[src/rtl/irq_prio_ctrl.sv]
module irq_prio_ctrl #(
  parameter int NUM_SRC = 15,
  parameter int WIN_CYC = 64
) (
  input  logic               clk,
  input  logic               rst_n,
  input  logic               irq_n,
  input  logic               nmi_n,
  input  logic [NUM_SRC-1:1] src_req,
  input  logic [NUM_SRC-1:0] src_en,
  input  logic               wr_imask_en,
  input  logic               wr_imask_val,
  input  logic               wr_nmask_en,
  input  logic               wr_nmask_val,
  input  logic               wr_edge_en,
  input  logic               wr_edge_val,
  input  logic               wr_prio_en,
  input  logic [3:0]         wr_prio_val,
  input  logic               boundary,
  input  logic               rti,
  output logic               ack,
  output logic               ack_nmi,
  output logic [3:0]         ack_idx,
  output logic [15:0]        vec_addr
);
  localparam int CW = $clog2(WIN_CYC + 1);
  localparam logic [15:0] NMI_VEC = 16'hFFF4;
  localparam logic [15:0] MSK_TOP = 16'hFFF2;

  logic          imask_q, imask_sv, nmask_q, edge_mode, edge_lat;
  logic          irq_q, nmi_q, nmi_pend;
  logic [3:0]    prio_q;
  logic [CW-1:0] win_cnt;
  logic          win_done;

  logic [NUM_SRC-1:0] req, elig;
  logic [15:0]        elig16;
  logic               ext_req, any_m, take_nmi, take_m, take;
  logic [3:0]         win_idx;

  assign win_done = (win_cnt == CW'(WIN_CYC));
  assign ext_req  = edge_mode ? edge_lat : ~irq_n;
  assign req      = {src_req, ext_req};
  assign elig     = req & src_en & {NUM_SRC{~imask_q}};
  assign elig16   = 16'(elig);
  assign any_m    = |elig;
  assign take_nmi = boundary & nmi_pend & ~nmask_q;
  assign take_m   = boundary & any_m & ~take_nmi;
  assign take     = take_nmi | take_m;

  always_comb begin
    win_idx = '0;
    for (int i = NUM_SRC - 1; i >= 0; i--)
      if (elig[i]) win_idx = 4'(i);
    if (int'(prio_q) < NUM_SRC && elig16[prio_q]) win_idx = prio_q;
  end

  always_ff @(posedge clk or negedge rst_n) begin
    if (!rst_n) begin
      win_cnt <= '0;
      irq_q   <= 1'b1;
      nmi_q   <= 1'b1;
    end else begin
      if (!win_done) win_cnt <= win_cnt + 1'b1;
      irq_q <= irq_n;
      nmi_q <= nmi_n;
    end
  end

  always_ff @(posedge clk or negedge rst_n) begin
    if (!rst_n) begin
      imask_q   <= 1'b1;
      imask_sv  <= 1'b1;
      nmask_q   <= 1'b1;
      edge_mode <= 1'b0;
      prio_q    <= 4'd0;
    end else begin
      if (take) begin
        imask_sv <= imask_q;
        imask_q  <= 1'b1;
      end else if (rti) begin
        imask_q <= imask_sv;
      end else if (wr_imask_en) begin
        imask_q <= wr_imask_val;
      end
      if (wr_nmask_en && !wr_nmask_val) nmask_q <= 1'b0;
      if (wr_edge_en && !win_done) edge_mode <= wr_edge_val;
      if (wr_prio_en) prio_q <= wr_prio_val;
    end
  end

  always_ff @(posedge clk or negedge rst_n) begin
    if (!rst_n) begin
      edge_lat <= 1'b0;
      nmi_pend <= 1'b0;
    end else begin
      if (!edge_mode) edge_lat <= 1'b0;
      else if (irq_q && !irq_n) edge_lat <= 1'b1;
      else if (take_m && win_idx == 4'd0) edge_lat <= 1'b0;
      if (nmi_q && !nmi_n) nmi_pend <= 1'b1;
      else if (take_nmi) nmi_pend <= 1'b0;
    end
  end

  always_ff @(posedge clk or negedge rst_n) begin
    if (!rst_n) begin
      ack      <= 1'b0;
      ack_nmi  <= 1'b0;
      ack_idx  <= 4'd0;
      vec_addr <= 16'd0;
    end else begin
      ack <= take;
      if (take_nmi) begin
        ack_nmi  <= 1'b1;
        ack_idx  <= 4'hF;
        vec_addr <= NMI_VEC;
      end else if (take_m) begin
        ack_nmi  <= 1'b0;
        ack_idx  <= win_idx;
        vec_addr <= MSK_TOP - {11'd0, win_idx, 1'b0};
      end
    end
  end
endmodule

[config.mk]
export PLATFORM = sky130hd
export DESIGN_NAME = irq_prio_ctrl
export DESIGN_NICKNAME = d
export VERILOG_FILES = /design/src/rtl/irq_prio_ctrl.sv
export SDC_FILE = /design/constraint.sdc
export NUM_CORES = 1
export LEC_CHECK = 0
export ABC_AREA = 1
export BUFFER_PORTS_ARGS = -buffer_cell sky130_fd_sc_hd__buf_4
export CAP_MARGIN = 20
export CORE_MARGIN = 3
export CORE_UTILIZATION = 30
export DETAILED_ROUTE_END_ITERATION = 8
export PLACE_DENSITY = 0.55
export SYNTH_ARGS = -nofsm -noshare
export SYNTH_HDL_FRONTEND = slang
export SYNTH_SLANG_ARGS = --single-unit
export TNS_END_PERCENT = 50
[constraint.sdc]
create_clock -name clk -period 2.4 [get_ports clk]
set_clock_uncertainty 0.15 [all_clocks]
set_input_delay 0.12 -clock clk [delete_from_list [all_inputs] [get_ports clk]]
set_output_delay 0.12 -clock clk [all_outputs]
set_load 0.005 [all_outputs]
Yosys cells after proc, flatten, opt, wreduce, memory -nomap -nowiden
Index checks and enable logic that the tools add are counted.
{ "word_totals": {"ff_bits": 41, "latchBits": 0, "ram_bits": 0, "romBits": 0, "input_bits": 46, "output_inout_bits": 22, "wordCells": 79, "memories": 0} }
{ "classes": {"add_sub_neg": 2, "mul": 0, "n_div": 0, "n_lt_le_gt_ge": 2, "eq_ne": 2, "shifts": 0, "n_mux": 33, "bitwise_logic": 11, "n_reduce_logical": 15} }
{ "op_table": {"columns": ["cell", "count"], "rows": [
  ["two-way mux 4 bit", 18],
  ["two-way mux 16 bit", 2],
  ["bitwise AND 15 bit", 2],
  ["OR reduction 15 bit", 1],
  ["two-way mux 1 bit", 12],
  ["adder 7 x 1 -> 7 bit, second input constant", 1],
  ["== test 7 bit, second input constant", 1],
  ["subtractor 5 x 6 -> 7 bit, first input constant", 1],
  ["logical AND 1 bit", 6],
  ["less-than comparator 4 x 5 -> 1 bit, second input constant", 1],
  ["bitwise AND 1 bit", 4],
  ["binary-select mux 1 bit (select 4 bit)", 1],
  ["logical NOT 1 bit", 4],
  ["logical NOT 4 bit", 1],
  ["less-than comparator 4 bit, second input constant", 1],
  ["NOT 1 bit", 4],
  ["nonzero test 2 bit", 2],
  ["!= test 3 x 1 -> 1 bit, second input constant", 1],
  ["nonzero test 3 bit", 1],
  ["OR 1 bit", 1]
]} }

Logic depth before layout (Yosys ltp)
{ "depth": {"ltp_word": 25, "ltp_mapped": 18, "depth_no_buf": 18} }

Worst setup path before layout
OpenSTA, ideal clock, no wires.
{ "synth_path": {"kind": "reg-to-reg", "startpoint": "register imask_q", "endpoint": "register vec_addr[3]", "arrival_time_ps": 1792, "t_required_ps": 2129, "slack_ps": 337, "stages_incl_launch_ff": 13, "path_buffers": 1, "period_less_slack_ps": 2063, "cell_sequence": "dfstp_2 -> inv_2 -> buf_6 -> nand3_2 -> nand2_1 -> o21ai_1 -> nand2_1 -> nand3_1 -> nand3_1 -> nand3_1 -> nand2_2 -> ha_1 -> a22o_1"} }
{ "synth_between": {"elab_chain_len": 21} }
{ "synth_lines": {"columns": ["element", "line_no", "text"], "rows": [
  ["start, declared", "30", "logic imask_q, imask_sv, nmask_q, edge_mode, edge_lat;"],
  ["start signal, assigned", "82", "imask_q <= imask_sv;"],
  ["start signal, assigned", "84", "imask_q <= wr_imask_val;"],
  ["NOT 1 bit (*)", "44", "assign elig = req & src_en & {NUM_SRC{~imask_q}};"],
  ["bitwise AND 15 bit (*)", "44", null],
  ["two-way mux 4 bit (15 in series)", "54", "if (elig[i]) win_idx = 4'(i);"],
  ["two-way mux 4 bit", "55", "if (int'(prio_q) < NUM_SRC && elig16[prio_q]) win_idx = prio_q;"],
  ["subtractor 5 x 6 -> 7 bit", "120", "vec_addr <= MSK_TOP - {11'd0, win_idx, 1'b0};"],
  ["two-way mux 16 bit", "117", "end else if (take_m) begin"],
  ["two-way mux 16 bit", "113", "if (take_nmi) begin"],
  ["end signal, assigned", "120", null],
  ["end, declared", "24", "output logic [15:0] vec_addr"]
]} }
Mark *: on every way between the ends. The rest lies on a longest branch, timed or not. The select of a mux whose other input is x is not followed.
A chain may end at the register's enable or synchronous reset.

Final worst setup path
Ends and elaborated chain as after synthesis.

==> impl_metrics.toml <==
[yosys]
ys_seq_area_frac = 0.414
ys_types = 30
syn_area_um2 = 1830
async_reset_ff_frac = 1.00
synthTopCellsByArea = "dfrtp_1 (34%), nand2_1 (15%), nand3_1 (8.8%), dfstp_2 (7.2%), inv_1 (4.9%)"
ys_ff_latch = 30
synth_fp_nets = 294
yosysTopAreaCell = "dfrtp_1"
synth_ff_type = "dfrtp_1"
yosysWarnings = 0
synthCells = 245
synth-edff-count = 0
postSynthAreaPerCell_um2 = 7.47
yosysTopAreaCellShare = 0.342

[floorplan]
dieWidth_um = 84.1
core_um2 = 5710
initial_core_util = 0.320
dieArea_um2 = 7070
num_rows = 27
top_level_ports = 68
fp.dieH_um = 84.1

[route]
drt_first_pass_iters = 4
route.met3.wl_um = 196
wire_per_inst_um = 11.5
wl_met2_mm = 2.30
final_antenna_net_count = 0
viasPerCell = 4.54
vias = 1819
dr.max_layer_used = "met4"
wl_mm = 4.62
drc = 0
wl_met1_mm = 2.04
initialDrtViolationCount = 109

[global_routing]
grt_pass1_wl_mm = 7.59
grt_antenna_before_repair = 0
first_global_vias = 1706
grt_use_total = 0.135
grt_max_degree = 31
overflow = 0

[timing]
setup_tns_ns = 0
finalHoldViolations = 0
setup_viol = 0
drv_slew = 0
fin_crit_ns = 2.21
fmax_mhz = 453
rsz0062_at_grt = "false"
period_share = 0.920

[cells_and_area]
multi_input_area_um2 = 883
post-route-util = 0.464
nets = 377
drive_above_1_share = 0.301
diodes = 0
area_growth_pct = 44.8
fillCellCount = 601
seq_area_um2 = 758

[cts]
cts_htree_levels = 2
cts-buffers-inserted = 5
cts_buffer_depth = 2
clock_latency_ns = 0.28
cts_sinks = 30
cts_setup_buffers = 0
clk_pin_slew_worst_paths_ns = 0.07
cts_tree = "done"
cts-root-buf = "clkbuf_8"

[critical_path]
path_class = "reg2reg"
cp_data_required_time_ns = 2.43
start_kind = "flip-flop"
end_kind = "flip-flop"
cp.arrival_ns = 2.24
crit_path_max_fanout = 16

[power_and_ir_drop]
p_int_mw = 1.14
pwr-share-seq = 0.393
ir_drop_uv = 306
pwr-share-clk = 0.223
p_leak_nw = 1.33
switchingPower_uw = 610
swShare = 0.349
p_per_area_nw_per_um2 = 660
comb_power_share = 0.384

[place]
place_hpwl_mm = 3.55
io_buffers = 66
gp_congestion = 0.855

[status]
status = "finished clean"

[run]
drv_cap = 0

[hold_path]
min_path_type = "in2reg"
## final cells by class
class | count | share of cell area
repair inverters | 1 | 0.00283
flip-flops and latches | 30 | 0.286
repair buffers | 88 | 0.270
inverters | 28 | 0.0420
well taps | 72 | 0.0340
clock inverters | 2 | 0.00378
clock buffers | 6 | 0.0274
multi-input cells | 174 | 0.333
## what timing repair did
action | CTS | global route
endpoints found under the setup margin | 0 | 3
hold endpoints to repair | 42 | 0
resized for setup | 0 | 8
hold buffers | 22 | 0
## through the flow
step | setup slack, ns | area (µm²) | instances | power [mW] | hold slack [ns]
6_report | 0.191 | 2650 | 401 | 1.75 | 0.0812
5_1_grt | 0.00526 | 2650 | 401 | 1.90 | 0.0858
4_1_cts | 0.148 | 2620 | 400 | 1.77 | 0.0771
3_5_place_dp | 0.153 | 2320 | 370 | 1.33 | -0.0754
3_3_place_gp | 0.175 | 2320 | 370 | 1.33 | -0.0764
2_1_floorplan | 0.337 | 1830 | 245 | 1.07 | -0.326
## flip-flops by register name (all words and copies together), names as in the netlist
name / cells
nmask_q: 1
irq_q: 1
edge_mode: 1
ack: 1
imask_sv: 1
nmi_q: 1
ack_idx: 4
nmi_pend: 1
prio_q: 4
imask_q: 1
edge_lat: 1
ack_nmi: 1
win_cnt: 7
vec_addr: 5
## worst paths after layout
kind	start	depth (start not counted)	endpoint	slack (ns)
max	imask_q	11	vec_addr[3]	0.19
min	wr_imask_en	4	imask_q	0.08
max reg2reg	imask_q	11	vec_addr[3]	0.19
min reg2reg	ack_nmi	2	ack_nmi	0.32
max in group asynchronous	rst_n	2	irq_q	1.62
min in group asynchronous	rst_n	2	ack	0.15
## power groups by stage
| stage | clock network (mW) | registers [mW] | logic (mW) |
|---|---|---|---|
| final | 0.390 | 0.686 | 0.672 |
| after global routing | 0.432 | 0.702 | 0.767 |
| after CTS | 0.408 | 0.683 | 0.676 |
| after detailed placement | 0 | 0.692 | 0.643 |
| after global placement | 0 | 0.689 | 0.644 |
| after floorplan | 0 | 0.688 | 0.383 |
## metal layers
| layer | vias to the layer above | GRT usage |
|---|---|---|
| met2 | 46 | 0.224 |
| met4 | 0 | 0.0541 |
| li1 | 947 | - |
| met5 | - | 0 |
| met3 | 6 | 0.0355 |
| met1 | 820 | 0.165 |
## worst max-delay path, stage by stage (launching register included)
cell     delay [ns]
dfstp_2        0.61
inv_4          0.11
nand3_1        0.13
nand2_1        0.06
nand3_1        0.08
nand3_1        0.11
nand2_1        0.09
nand2_1        0.07
nand3_1        0.11
nand2_2        0.07
ha_1           0.28
a22o_1         0.22
## synthesized netlist by cell type (3+ instances only)
cell / number
o21ai_0: 10
a21oi_1: 5
xor2_1: 5
o21ai_1: 6
nand3_2: 4
nand3_1: 32
ha_1: 3
dfstp_2: 5
nor3_1: 3
nor2_2: 3
buf_4: 11
a31oi_1: 5
inv_1: 24
dfrtp_1: 25
nor2_1: 13
nand2_1: 72
nand2_2: 3
inv_2: 4
## cell families after synthesis
kind of cell               after synthesis  synth area share
xor gates and xnor gates                 5            0.0239
AOI/OAI and AO/OA                       31             0.101
other                                    1           0.00205
buffers and inverters                   41             0.111
DFF                                     30             0.414
adders and majority gates                3            0.0205
and+or+nand+nor                        134             0.327
## layout by cell type, fill, tap and decap left out, types with 3 or more instances in the layout
cell	count
a31oi_1	5
xor2_1	5
inv_1	23
dfrtp_1	24
a21oi_1	5
nand3_1	30
nor2_1	13
nor3_1	3
clkbuf_8	5
dfstp_2	5
dlygate4sd3_1	22
nand2_2	3
o21ai_1	6
nand2_1	72
nand3_2	6
inv_2	3
o21ai_0	10
ha_1	3
buf_4	66
Power figures use the tool's default switching activity.
